==> src/rtl/tmr_acc_pkg.sv <==
// Shared widths and types for the timer channel register access unit.
package tmr_acc_pkg;
    localparam int BYTE_W = 8;
    localparam int CNT_W  = 2 * BYTE_W;
    localparam int MODE_W = 3;

    // Byte access format held in the configuration.
    typedef enum logic [1:0] {
        FMT_LATCH = 2'b00,
        FMT_LSB   = 2'b01,
        FMT_MSB   = 2'b10,
        FMT_BOTH  = 2'b11
    } acc_fmt_t;

    // Programmed channel configuration (6 bits, status byte order).
    typedef struct packed {
        acc_fmt_t          fmt;
        logic [MODE_W-1:0] mode;
        logic              bcd;
    } ch_cfg_t;
endpackage

==> src/rtl/tmr_ctl_decode.sv <==
// Control word decoder.
// Turns one committed control word into per-channel requests: program this
// channel, latch its count, latch its status. Assumes ctl_wr is a one-cycle
// commit and cw is stable in that cycle. Purely combinational.
module tmr_ctl_decode
    import tmr_acc_pkg::*;
#(
    parameter int CNT_ID = 0
) (
    input  logic              ctl_wr,
    input  logic [BYTE_W-1:0] cw,
    output logic              prog,
    output ch_cfg_t           cfg_new,
    output logic              lat_cnt_req,
    output logic              lat_sts_req
);
    localparam logic [1:0] SC_ID = 2'(CNT_ID);
    localparam logic [1:0] SC_RB = 2'b11;

    logic own_sel;
    logic rb_hit;

    // Field decode of the control word.
    always_comb begin
        own_sel     = (cw[7:6] == SC_ID);
        rb_hit      = (cw[7:6] == SC_RB) && cw[1 + CNT_ID];
        prog        = ctl_wr && own_sel && (cw[5:4] != 2'b00);
        lat_cnt_req = ctl_wr && ((own_sel && (cw[5:4] == 2'b00)) || (rb_hit && !cw[5]));
        lat_sts_req = ctl_wr && rb_hit && !cw[4];
        cfg_new     = '{fmt: acc_fmt_t'(cw[5:4]), mode: cw[3:1], bcd: cw[0]};
    end
endmodule

==> src/rtl/tmr_wr_seq.sv <==
// Count write sequencer.
// Stages count bytes into two register halves per the access format, issues
// a one-cycle transfer of the full value and tracks the null-count flag.
// Assumes prog and cnt_wr never coincide and load_done is a one-cycle pulse.
module tmr_wr_seq
    import tmr_acc_pkg::*;
(
    input  logic              clk,
    input  logic              rst_n,
    input  logic              prog,
    input  logic              cnt_wr,
    input  logic [BYTE_W-1:0] din,
    input  acc_fmt_t          fmt,
    input  logic              load_done,
    output logic              ld_pulse,
    output logic [CNT_W-1:0]  ld_val,
    output logic              null_cnt
);
    logic [BYTE_W-1:0] cr_lo;
    logic [BYTE_W-1:0] cr_hi;
    logic              wr_hi;
    logic              ld_fire;

    // A write completes a count in single-byte formats or on the second byte.
    always_comb begin
        ld_fire = cnt_wr && ((fmt == FMT_LSB) || (fmt == FMT_MSB) ||
                             ((fmt == FMT_BOTH) && wr_hi));
    end

    // Count register halves and the write byte pointer.
    always_ff @(posedge clk) begin
        if (!rst_n) begin
            cr_lo <= '0;
            cr_hi <= '0;
            wr_hi <= 1'b0;
        end else if (prog) begin
            cr_lo <= '0;
            cr_hi <= '0;
            wr_hi <= 1'b0;
        end else if (cnt_wr) begin
            case (fmt)
                FMT_LSB: begin
                    cr_lo <= din;
                    cr_hi <= '0;
                end
                FMT_MSB: begin
                    cr_hi <= din;
                    cr_lo <= '0;
                end
                FMT_BOTH: begin
                    if (!wr_hi) cr_lo <= din;
                    else        cr_hi <= din;
                    wr_hi <= !wr_hi;
                end
                default: ;
            endcase
        end
    end

    // One-cycle transfer strobe towards the counting element.
    always_ff @(posedge clk) begin
        if (!rst_n) ld_pulse <= 1'b0;
        else        ld_pulse <= ld_fire;
    end

    // Null-count flag: a new transfer wins over a simultaneous load_done.
    always_ff @(posedge clk) begin
        if (!rst_n)         null_cnt <= 1'b0;
        else if (ld_fire)   null_cnt <= 1'b1;
        else if (load_done) null_cnt <= 1'b0;
    end

    assign ld_val = {cr_hi, cr_lo};

    p_lsb_load_r3: assert property (@(posedge clk) disable iff (!rst_n)
        cnt_wr && (fmt == FMT_LSB) |=> ld_pulse && (ld_val == {{BYTE_W{1'b0}}, $past(din)}));
    p_msb_load_r3: assert property (@(posedge clk) disable iff (!rst_n)
        cnt_wr && (fmt == FMT_MSB) |=> ld_pulse && (ld_val == {$past(din), {BYTE_W{1'b0}}}));
    p_pulse_from_write_r4: assert property (@(posedge clk) disable iff (!rst_n)
        ld_pulse |-> $past(cnt_wr));
    p_null_on_load_r6: assert property (@(posedge clk) disable iff (!rst_n)
        ld_pulse |-> null_cnt);
    p_null_clear_r6: assert property (@(posedge clk) disable iff (!rst_n)
        load_done && !cnt_wr |=> !null_cnt);
endmodule

==> src/rtl/tmr_rd_seq.sv <==
// Read sequencer.
// Holds the frozen count and the captured status, selects the byte a read
// returns (status, then frozen count, then live count) and advances the read
// byte pointer when a read completes. Assumes latch requests and read
// completions never fall in the same cycle.
module tmr_rd_seq
    import tmr_acc_pkg::*;
(
    input  logic              clk,
    input  logic              rst_n,
    input  logic              prog,
    input  logic              lat_cnt_req,
    input  logic              lat_sts_req,
    input  logic              rd_done,
    input  acc_fmt_t          fmt,
    input  logic [CNT_W-1:0]  live_cnt,
    input  logic [BYTE_W-1:0] sts_byte,
    output logic [BYTE_W-1:0] dout
);
    logic [CNT_W-1:0]  ol_q;
    logic              cnt_lat;
    logic [BYTE_W-1:0] sts_q;
    logic              sts_lat;
    logic              rd_hi;
    logic [CNT_W-1:0]  cur;
    logic              last_byte;

    // Byte the next read returns.
    always_comb begin
        cur       = cnt_lat ? ol_q : live_cnt;
        last_byte = (fmt != FMT_BOTH) || rd_hi;
        if (sts_lat)
            dout = sts_q;
        else if ((fmt == FMT_MSB) || ((fmt == FMT_BOTH) && rd_hi))
            dout = cur[CNT_W-1:BYTE_W];
        else
            dout = cur[BYTE_W-1:0];
    end

    // Frozen count and read byte pointer.
    always_ff @(posedge clk) begin
        if (!rst_n) begin
            ol_q    <= '0;
            cnt_lat <= 1'b0;
            rd_hi   <= 1'b0;
        end else if (prog) begin
            cnt_lat <= 1'b0;
            rd_hi   <= 1'b0;
        end else begin
            if (lat_cnt_req && !cnt_lat) begin
                ol_q    <= live_cnt;
                cnt_lat <= 1'b1;
            end
            if (rd_done && !sts_lat) begin
                if (fmt == FMT_BOTH)      rd_hi   <= !rd_hi;
                if (last_byte && cnt_lat) cnt_lat <= 1'b0;
            end
        end
    end

    // Captured status, consumed by the first read.
    always_ff @(posedge clk) begin
        if (!rst_n) begin
            sts_q   <= '0;
            sts_lat <= 1'b0;
        end else if (prog) begin
            sts_lat <= 1'b0;
        end else if (lat_sts_req && !sts_lat) begin
            sts_q   <= sts_byte;
            sts_lat <= 1'b1;
        end else if (rd_done && sts_lat) begin
            sts_lat <= 1'b0;
        end
    end

    p_frozen_hold_r8: assert property (@(posedge clk) disable iff (!rst_n)
        cnt_lat |=> $stable(ol_q));
    p_unlatch_last_r7: assert property (@(posedge clk) disable iff (!rst_n)
        cnt_lat && !sts_lat && rd_done && last_byte && !prog |=> !cnt_lat);
    p_sts_hold_r9: assert property (@(posedge clk) disable iff (!rst_n)
        sts_lat && !rd_done && !prog |=> sts_lat && $stable(sts_q));
    p_sts_first_r10: assert property (@(posedge clk) disable iff (!rst_n)
        sts_lat && rd_done && !prog |=> !sts_lat && $stable(cnt_lat) && $stable(rd_hi));
endmodule

==> src/rtl/tmr_acc_unit.sv <==
// Timer channel register access unit (top).
// Detects strobe edges, holds the channel configuration and ties together
// the control decoder, the count write sequencer and the read sequencer.
// Assumes wr_n, rd_n and the selects are synchronous to clk, and that the
// selects and din are stable while a strobe is low.
module tmr_acc_unit
    import tmr_acc_pkg::*;
#(
    parameter int CNT_ID = 0
) (
    input  logic              clk,
    input  logic              rst_n,
    input  logic              wr_n,
    input  logic              rd_n,
    input  logic              cs_cnt,
    input  logic              cs_ctl,
    input  logic [BYTE_W-1:0] din,
    input  logic [CNT_W-1:0]  live_cnt,
    input  logic              out_lvl,
    input  logic              load_done,
    output logic [BYTE_W-1:0] dout,
    output logic              ld_pulse,
    output logic [CNT_W-1:0]  ld_val,
    output logic              null_cnt,
    output logic [MODE_W-1:0] cfg_mode,
    output logic              cfg_bcd
);
    logic              wr_n_q;
    logic              rd_n_q;
    logic [BYTE_W-1:0] din_q;
    logic              wsel_cnt_q;
    logic              wsel_ctl_q;
    logic              rsel_q;
    logic              wr_commit;
    logic              ctl_wr;
    logic              cnt_wr;
    logic              rd_done;
    logic              prog;
    logic              lat_cnt_req;
    logic              lat_sts_req;
    ch_cfg_t           cfg_new;
    ch_cfg_t           cfg_q;
    logic [BYTE_W-1:0] sts_byte;

    // Strobe history for edge detection.
    always_ff @(posedge clk) begin
        if (!rst_n) begin
            wr_n_q <= 1'b1;
            rd_n_q <= 1'b1;
        end else begin
            wr_n_q <= wr_n;
            rd_n_q <= rd_n;
        end
    end

    // Capture write data and selects while the write strobe is low.
    always_ff @(posedge clk) begin
        if (!rst_n) begin
            din_q      <= '0;
            wsel_cnt_q <= 1'b0;
            wsel_ctl_q <= 1'b0;
        end else if (!wr_n) begin
            din_q      <= din;
            wsel_cnt_q <= cs_cnt;
            wsel_ctl_q <= cs_ctl;
        end
    end

    // Capture the read select while the read strobe is low.
    always_ff @(posedge clk) begin
        if (!rst_n)     rsel_q <= 1'b0;
        else if (!rd_n) rsel_q <= cs_cnt;
    end

    // Commit events on the rising edge of each strobe.
    always_comb begin
        wr_commit = !wr_n_q && wr_n;
        ctl_wr    = wr_commit && wsel_ctl_q;
        cnt_wr    = wr_commit && wsel_cnt_q && !wsel_ctl_q;
        rd_done   = !rd_n_q && rd_n && rsel_q;
    end

    // Channel configuration register.
    always_ff @(posedge clk) begin
        if (!rst_n)    cfg_q <= '{fmt: FMT_LSB, mode: '0, bcd: 1'b0};
        else if (prog) cfg_q <= cfg_new;
    end

    assign sts_byte = {out_lvl, null_cnt, cfg_q};
    assign cfg_mode = cfg_q.mode;
    assign cfg_bcd  = cfg_q.bcd;

    tmr_ctl_decode #(.CNT_ID(CNT_ID)) u_dec (
        .ctl_wr      (ctl_wr),
        .cw          (din_q),
        .prog        (prog),
        .cfg_new     (cfg_new),
        .lat_cnt_req (lat_cnt_req),
        .lat_sts_req (lat_sts_req)
    );

    tmr_wr_seq u_wr (
        .clk       (clk),
        .rst_n     (rst_n),
        .prog      (prog),
        .cnt_wr    (cnt_wr),
        .din       (din_q),
        .fmt       (cfg_q.fmt),
        .load_done (load_done),
        .ld_pulse  (ld_pulse),
        .ld_val    (ld_val),
        .null_cnt  (null_cnt)
    );

    tmr_rd_seq u_rd (
        .clk         (clk),
        .rst_n       (rst_n),
        .prog        (prog),
        .lat_cnt_req (lat_cnt_req),
        .lat_sts_req (lat_sts_req),
        .rd_done     (rd_done),
        .fmt         (cfg_q.fmt),
        .live_cnt    (live_cnt),
        .sts_byte    (sts_byte),
        .dout        (dout)
    );

    p_cfg_only_on_prog_r2: assert property (@(posedge clk) disable iff (!rst_n)
        !prog |=> $stable(cfg_q));
    p_cfg_never_latch_fmt_r2: assert property (@(posedge clk) disable iff (!rst_n)
        prog |=> (cfg_q.fmt != FMT_LATCH));
endmodule

==> config.mk <==
export PLATFORM = sky130hd
export DESIGN_NAME = tmr_acc_unit
export DESIGN_NICKNAME = d
export VERILOG_FILES = /design/src/rtl/tmr_acc_pkg.sv /design/src/rtl/tmr_ctl_decode.sv /design/src/rtl/tmr_wr_seq.sv /design/src/rtl/tmr_rd_seq.sv /design/src/rtl/tmr_acc_unit.sv
export SDC_FILE = /design/constraint.sdc
export NUM_CORES = 1
export LEC_CHECK = 0
export ABC_AREA = 1
export BUFFER_PORTS_ARGS = -buffer_cell sky130_fd_sc_hd__buf_2
export CAP_MARGIN = 20
export CORE_UTILIZATION = 40
export DETAILED_ROUTE_END_ITERATION = 12
export PLACE_DENSITY = 0.72
export SYNTH_ARGS = -nofsm -noshare
export SYNTH_HDL_FRONTEND = slang
export SYNTH_SLANG_ARGS = --single-unit
==> constraint.sdc <==
create_clock -name clk -period 4.6 [get_ports clk]
set_input_delay 0.92 -clock clk [delete_from_list [all_inputs] [get_ports clk]]
set_output_delay 0.92 -clock clk [all_outputs]
set_load 0.01 [all_outputs]
# Word level (Yosys, flattened, before mapping)
# Cells that the tools add are included.
# word_totals
ff_bits	65
elab_cells	91
# classes
n_eq_ne	7
muxes	14
n_bitwise	2
n_reduce_logical	49
# ops
operator	n
$pmux W8 S3	2
$mux W8	4
$logic_and A1 B1 Y1	22
$mux W16	1
$logic_not A1 Y1	9
$reduce_and A2 Y1	4
$mux W1	7
$eq A2 B2 Y1 const B	3
$ne A2 B2 Y1 const B	3
$reduce_and A3 Y1	2
$reduce_bool A2 Y1	3
$logic_or A1 B1 Y1	5
$logic_not A2 Y1	2
$reduce_bool A3 Y1	1
$eq A2 B1 Y1 const B	1
$not A1 Y1	2
$reduce_or A2 Y1	1

# Logic depth before layout (Yosys ltp)
# Gate-level depths: netlist (run 1).
# logic_depth
depth_word	9
mapped_depth	8
ltp_nobuf	8

# Modules after synthesis
# Synthesis (run 1) repeated with hierarchy kept, for this count alone.
# hier_totals
hier_cells	547
hier_area_um2	3480.8
# modules_own_cells
mod	instances	cells_per_inst	area_each_um2
tmr_rd_seq	1	270	1616.6
tmr_wr_seq	1	145	957.2
tmr_acc_unit	1	115	814.5
tmr_ctl_decode	1	17	92.6

# Least setup slack after synthesis (run 1)
# OpenSTA, ideal clock, no wires.
# synth_timing
kind	input-to-output
from	in live_cnt[0]
to	out dout[0]
t_arrival_ns	1.328
required_ns	3.680
path_slack_ns	2.352
stages	6
cell_sequence	inv_1 o21ai_0 nand2_1 nand2_1 nand2_1 nand2_1
# synth_between
elab_chain_len	3
# synth_rtl
element	line	rtl
start, declared	tmr_acc_unit.sv:18	input logic [CNT_W-1:0] live_cnt,
$mux W16	tmr_rd_seq.sv:30	cur = cnt_lat ? ol_q : live_cnt;
$mux W8	tmr_rd_seq.sv:34	else if ((fmt == FMT_MSB) || ((fmt == FMT_BOTH) && rd_hi))
$mux W8	tmr_rd_seq.sv:32	if (sts_lat)
end, declared	tmr_acc_unit.sv:21	output logic [BYTE_W-1:0] dout,
# Every way passes these cells.

# Final worst setup path (run 1)
# layout_timing
from	reg u_rd.cnt_lat
to	out dout[7]
# layout_between
elab_chain_len	3
# layout_rtl
element	line	rtl
start, declared	tmr_rd_seq.sv:21	logic cnt_lat;
start signal, assigned	tmr_rd_seq.sv:44	cnt_lat <= 1'b0;
start signal, assigned	tmr_rd_seq.sv:47	cnt_lat <= 1'b0;
start signal, assigned	tmr_rd_seq.sv:52	cnt_lat <= 1'b1;
$mux W16	tmr_rd_seq.sv:30	
$mux W8	tmr_rd_seq.sv:34	
$mux W8	tmr_rd_seq.sv:32	
# Every way passes these cells.

==> results.cfg, run 1 <==
[min_path]
worstHoldPathCells = 2
hp-start = u_rd.ol_q[0]
min_to = u_rd.ol_q[0]
hp-class = reg2reg

[synth]
netlist.area_leader.share_pct = 39.9
avgSynthCellArea_um2 = 6.33
yosysWarnings = 0
syn_inst = 515
yosys_register_bits = 65
synth-async-reset-ratio_pct = 0
ys_seq_area_share_pct = 39.9
synthTopCellsByArea = dfxtp_1, nand2_1, nor2_1, inv_1, nand3_1
synth_top_flop_cell = dfxtp_1
synth_cell_types = 23
synth_area_um2 = 3260
synth_nets = 550
synth_top_area_cell = dfxtp_1
synth_edf_count = 0

[clock_network]
clk_pin_slew_ps = 70
cts_resized = 0
clock_sinks = 65
htree_num_levels = 3
cts_tree = done
worstSkewPairLatency_ps = 340
postCtsHoldBufs = 0
cts_root_buf = clkbuf_8
cts_buffer_depth = 2
postCtsSetupBuffers = 0
cts_buffers = 9

[worst_setup_path]
cp.buffers_inverters = 1
r2r_slack_ps = 2740
reg2reg_depth = 6
crit_type = reg2out
path_cells = o21ai_0 > nand2_1 > nand2_1 > nand2_1 > nand2_1 > buf_2
slowest_stage = dfxtp_1
crit_top_cell = nand2_1
required_ps = 3680
critPathArrivalTime_ps = 2090
startpoint_type = flop
end_kind = primary output
cpLargestDelayFamily = flip-flops
critical_path.max_fanout = 34
regToRegStartpoint = u_rd.cnt_lat
critPathMaxStageDelay_ps = 970
timing.rr.end = u_rd.ol_q[13]

[route]
drt-wirelength-per-cell_um = 11.4
ant_nets = 0
drt-initial-drc-count = 188
drt_first_pass_iters = 5
route.detailed.drc = 0
vias = 3148
routed_wl_um = 7580
vias_per_cell = 4.72

[layout]
final_common_cell = nand2_1
fill_cells = 801
regArea_um2 = 1300
mostFrequentLayoutCells = nand2_1, nor2_1, dfxtp_1
layout-drive-gt1-share_pct = 14.9
multi_input_area_um2 = 1560
area_growth_syn_to_layout_pct = 15.8
final_nets = 595
antenna_cells = 0

[sta]
period_share_pct = 65.4
fin_crit_ps = 3010
hold_viol_final = 0
finalSetupViolations = 0
tightest_slew_ps = 988
slew_headroom_pct = 34.1
finClkSkew_ps = 9.57
slew_violations = 0
max_freq_mhz = 333
holdWs_ps = 484
rsz0062_at_grt = no
setup_tns_ps = 0

[grt]
grt_max_degree = 39
grt_overflow_total = 0
grt_pass1_wl_um = 12300
grt_usage_pct = 18.4
antenna_found_initial = 0
grt_pass1_vias = 2742

[floorplanning]
start_util_pct = 41.7
die_h_um = 92.3
die_x_um = 92.3
ios = 62
num_rows = 32
die_area_um2 = 8510
fp.coreArea_um2 = 7810

[placement]
port_buffers = 61
dpl.hpwl_um = 5220
gp_congestion = 0.808

[run]
drv_cap = 0

[status]
status = finished clean

[power_and_ir_drop]
powerDensity_nw_per_um2 = 337
peakVddDrop_mv = 0.163
p_leak_uw = 0.00187
[power by group]
part | total (µW) | switching (µW) | internal, µW
clock | 594 | 220 | 374
sequential | 585 | 11.5 | 574
combinational | 93.5 | 62.0 | 31.5
total | 1270 | 293 | 979
[worst reg2reg max path, cell delays in order (launching register included)]
cell,delay (ps)
dfxtp_1,630
inv_1,150
nand2_1,100
nor2_4,590
nand3_1,160
nand2_1,100
nor2_1,40
[synth_stat cells, types with 2 or more instances]
| library cell | n |
|---|---|
| a21oi_1 | 28 |
| a21oi_4 | 2 |
| buf_2 | 9 |
| buf_4 | 9 |
| buf_6 | 2 |
| clkbuf_1 | 6 |
| clkinv_1 | 2 |
| dfxtp_1 | 65 |
| ha_1 | 3 |
| inv_1 | 61 |
| nand2_1 | 180 |
| nand3_1 | 42 |
| nor2_1 | 72 |
| o21ai_0 | 25 |
[through the flow]
step | util (%) | worst slack [ps] | total power, µW | cells | cell area (µm²)
6_report | 48.3 | 1590 | 1270 | 667 | 3770
4_1_cts | 48.3 | 1590 | 1280 | 667 | 3770
3_3_place_gp | 45.2 | 1980 | 689 | 651 | 3530
2_1_floorplan | - | 2350 | 658 | 515 | 3260
3_5_place_dp | 45.2 | 1950 | 691 | 651 | 3530
5_1_grt | 48.3 | 1430 | 1310 | 667 | 3770
[kinds of logic (layout without fill, tap and decap cells)]
kind of cell	after synthesis	after routing	synth area share, %
AO/OA/AOI/OAI	57	57	9.64
AND/OR/NAND/NOR	300	300	37.0
buffers and inverters	90	140	12.2
flip-flops	65	65	39.9
adder cells (fa/ha/maj)	3	3	1.15
[per-layer routing]
| metal | part of all wire [%] | vias up | track usage, % |
|---|---|---|---|
| met5 | 0 | - | 0 |
| met4 | 2.4 | 0 | 8.98 |
| met3 | 5.0 | 17 | 3.15 |
| met2 | 46 | 72 | 28.7 |
| met1 | 47 | 1397 | 24.5 |
| li1 | - | 1662 | - |
[area by class of cell]
class | instances | area share, %
multi-input combinational | 360 | 41.3
clock inverter | 5 | 2.72
tap | 102 | 3.38
inverter | 63 | 6.27
clock buffer | 11 | 3.75
sequential | 65 | 34.5
timing repair buffer | 61 | 8.09
[registers in the layout, indices dropped and copies added (netlist names)]
signal / cells
u_rd.sts_q: 8
cfg_bcd: 1
u_wr.null_cnt: 1
din_q: 8
u_rd.ol_q: 16
u_wr.cr_hi: 8
wsel_cnt_q: 1
u_wr.ld_pulse: 1
cfg_q: 2
u_wr.cr_lo: 8
wr_n_q: 1
rsel_q: 1
rd_n_q: 1
wsel_ctl_q: 1
u_rd.rd_hi: 1
u_rd.cnt_lat: 1
u_rd.sts_lat: 1
u_wr.wr_hi: 1
cfg_mode: 3
[worst max path at each step]
stage | start | endpoint | slack, ps | depth (start not counted)
final | u_rd.cnt_lat | dout[7] | 1590 | 6
after global routing | u_rd.cnt_lat | dout[3] | 1430 | 6
after CTS | u_rd.cnt_lat | dout[7] | 1590 | 6
after detailed placement | u_rd.cnt_lat | dout[7] | 1950 | 6
after global placement | u_rd.cnt_lat | dout[3] | 1980 | 6
after floorplan | live_cnt[0] | dout[0] | 2350 | 6
(Power assumes the default switching activity.)
==> run 2, diff against run 1 <==
==> constraint.sdc (replaced) <==
create_clock -name clk -period 2.8 [get_ports clk]
set_input_delay 0.56 -clock clk [delete_from_list [all_inputs] [get_ports clk]]
set_output_delay 0.56 -clock clk [all_outputs]
set_load 0.01 [all_outputs]
==> run 2 against run 1 <==
Compared with the run above:
- design area down 1.1%
- via count grew 0.32%
- die area unchanged
- sequential share of layout area rose by 0.39 points
- final cell count increased by 0.30%
- worst setup slack got worse by 1300 ps
- register-to-register slack lost 1800 ps
- global-route usage increased by 0.45 points
- sequential power rose by 64%
- highest routed layer unchanged
==> results.cfg, run 2 (same netlist as run 1, synthesis figures left out) <==
[grt]
grt_max_degree = 35
grt_pass1_wl_um = 12800
grt_usage_pct = 18.9
grt_overflow_total = 0
grt_pass1_vias = 2895
antenna_found_initial = 0

[route]
routed_wl_um = 7480
drt-wirelength-per-cell_um = 11.2
drt_first_pass_iters = 4
drt-initial-drc-count = 175
dr_wl_met2_um = 3330
top_layer = met4
route.detailed.drc = 0
drt-met1-wl_um = 3670
ant_nets = 0
routed-wl-met3_um = 315
vias_per_cell = 4.72
vias = 3158

[run]
drv_cap = 0

[clock_network]
cts_root_buf = clkbuf_8
clock_sinks = 65
cts_buffer_depth = 2
worstSkewPairLatency_ps = 340
postCtsSetupBuffers = 0
clk_pin_slew_ps = 70
htree_num_levels = 3
cts_buffers = 9
cts_tree = done

[power_and_ir_drop]
peakVddDrop_mv = 0.201
powerDensity_nw_per_um2 = 499
p_leak_uw = 0.00186

[sta]
finalSetupViolations = 0
finClkSkew_ps = 10.6
rsz0062_at_grt = no
max_freq_mhz = 401
setup_tns_ps = 0
slew_violations = 0
fin_crit_ps = 2490
slew_headroom_pct = 37.7
hold_viol_final = 0
tightest_slew_ps = 933
period_share_pct = 89.0

[worst_setup_path]
regToRegStartpoint = u_rd.cnt_lat
critical_path.max_fanout = 9
crit_top_cell = nand2_1
startpoint_type = flop
cp.buffers_inverters = 3
critPathArrivalTime_ps = 1930
slowest_stage = dfxtp_1
r2r_slack_ps = 930
end_kind = primary output
cpLargestDelayFamily = buffers and inverters
timing.rr.end = u_rd.ol_q[2]
critPathMaxStageDelay_ps = 360
path_cells = inv_1 > ha_1 > a21oi_4 > inv_1 > nand2_1 > nand2_1 > nand2_1 > nand2_1 > buf_2
reg2reg_depth = 6
required_ps = 2240
crit_type = reg2out

[floorplanning]
die_x_um = 92.3
fp.coreArea_um2 = 7810
start_util_pct = 41.7
ios = 62
die_h_um = 92.3
num_rows = 32
die_area_um2 = 8510

[layout]
final_common_cell = nand2_1
top_register = u_rd.ol_q
largest_reg_flops = 16
final_nets = 598
antenna_cells = 0
mostFrequentLayoutCells = nand2_1, nor2_1, dfxtp_1
area_growth_syn_to_layout_pct = 14.5
design_area_um2 = 3730
final_util_pct = 47.8
layout-drive-gt1-share_pct = 15.2

[min_path]
hp-start = out_lvl
min_to = u_rd.sts_q[7]
worstHoldPathCells = 3
hp-class = in2reg

[status]
status = finished clean

[placement]
dpl.hpwl_um = 5320
gp_congestion = 0.824
port_buffers = 61
placed_area_um2 = 3550
run 2: cell count changes in the layout (fill, tap and decap cells not counted), sizes merged:
cell / delta
clkinv: +2
bufinv: -2
clkinvlp: -1
buf: +3
run 2: worst max path at each step:
stage / from / to / slack, ps / cells after the start
after floorplan: cfg_q[5] / dout[0] / 990 / 8
after global placement: cfg_q[5] / dout[6] / 570 / 8
after detailed placement: cfg_q[5] / dout[2] / 590 / 8
after CTS: cfg_q[5] / dout[6] / 210 / 8
after global routing: u_rd.cnt_lat / dout[6] / 140 / 6
final: cfg_q[4] / dout[3] / 310 / 9
run 2: what timing repair did:
| item | CTS | global route |
|---|---|---|
| gates resized for setup | 0 | 1 |
| hold buffers | 0 | 0 |
| endpoints found under the setup margin | 0 | 1 |
| hold endpoints to repair | 0 | 0 |
run 2: final cells by class:
type	instances	area, µm²
Timing Repair Buffer	64	328
Fill cell	805	4080
Clock buffer	11	131
Clock inverter	4	45.0
Multi-Input combinational cell	360	1560
Tap cell	102	128
Inverter	63	236
Sequential cell	65	1300
run 2: routing by layer:
metal	track usage [%]	vias to the layer above
met5	0	-
met4	9.64	0
met3	2.99	13
met2	29.7	76
met1	24.9	1401
li1	-	1668
run 2: worst register-to-register path: stages, from the launching register on:
cell and delay, ps:
dfxtp_1 610, inv_1 190, nand2_1 110, nor2_4 550
nand3_1 160, nand2_1 100, nor2_1 40
run 2: stage by stage:
stage | setup slack [ps] | instances | power (µW) | hold WS, ps
2_1_floorplan | 994 | 515 | 1080 | 451
6_report | 308 | 669 | 1860 | 456
4_1_cts | 207 | 669 | 1880 | 440
5_1_grt | 141 | 669 | 1950 | 451
3_5_place_dp | 586 | 654 | 1140 | 474
3_3_place_gp | 571 | 654 | 1130 | 462
run 2: where the power goes:
part	internal, µW	switching (µW)	leakage, µW
Clock	402	346	0.0000929
Sequential	943	19.1	0.000527
Combinational	53.7	99.8	0.00124
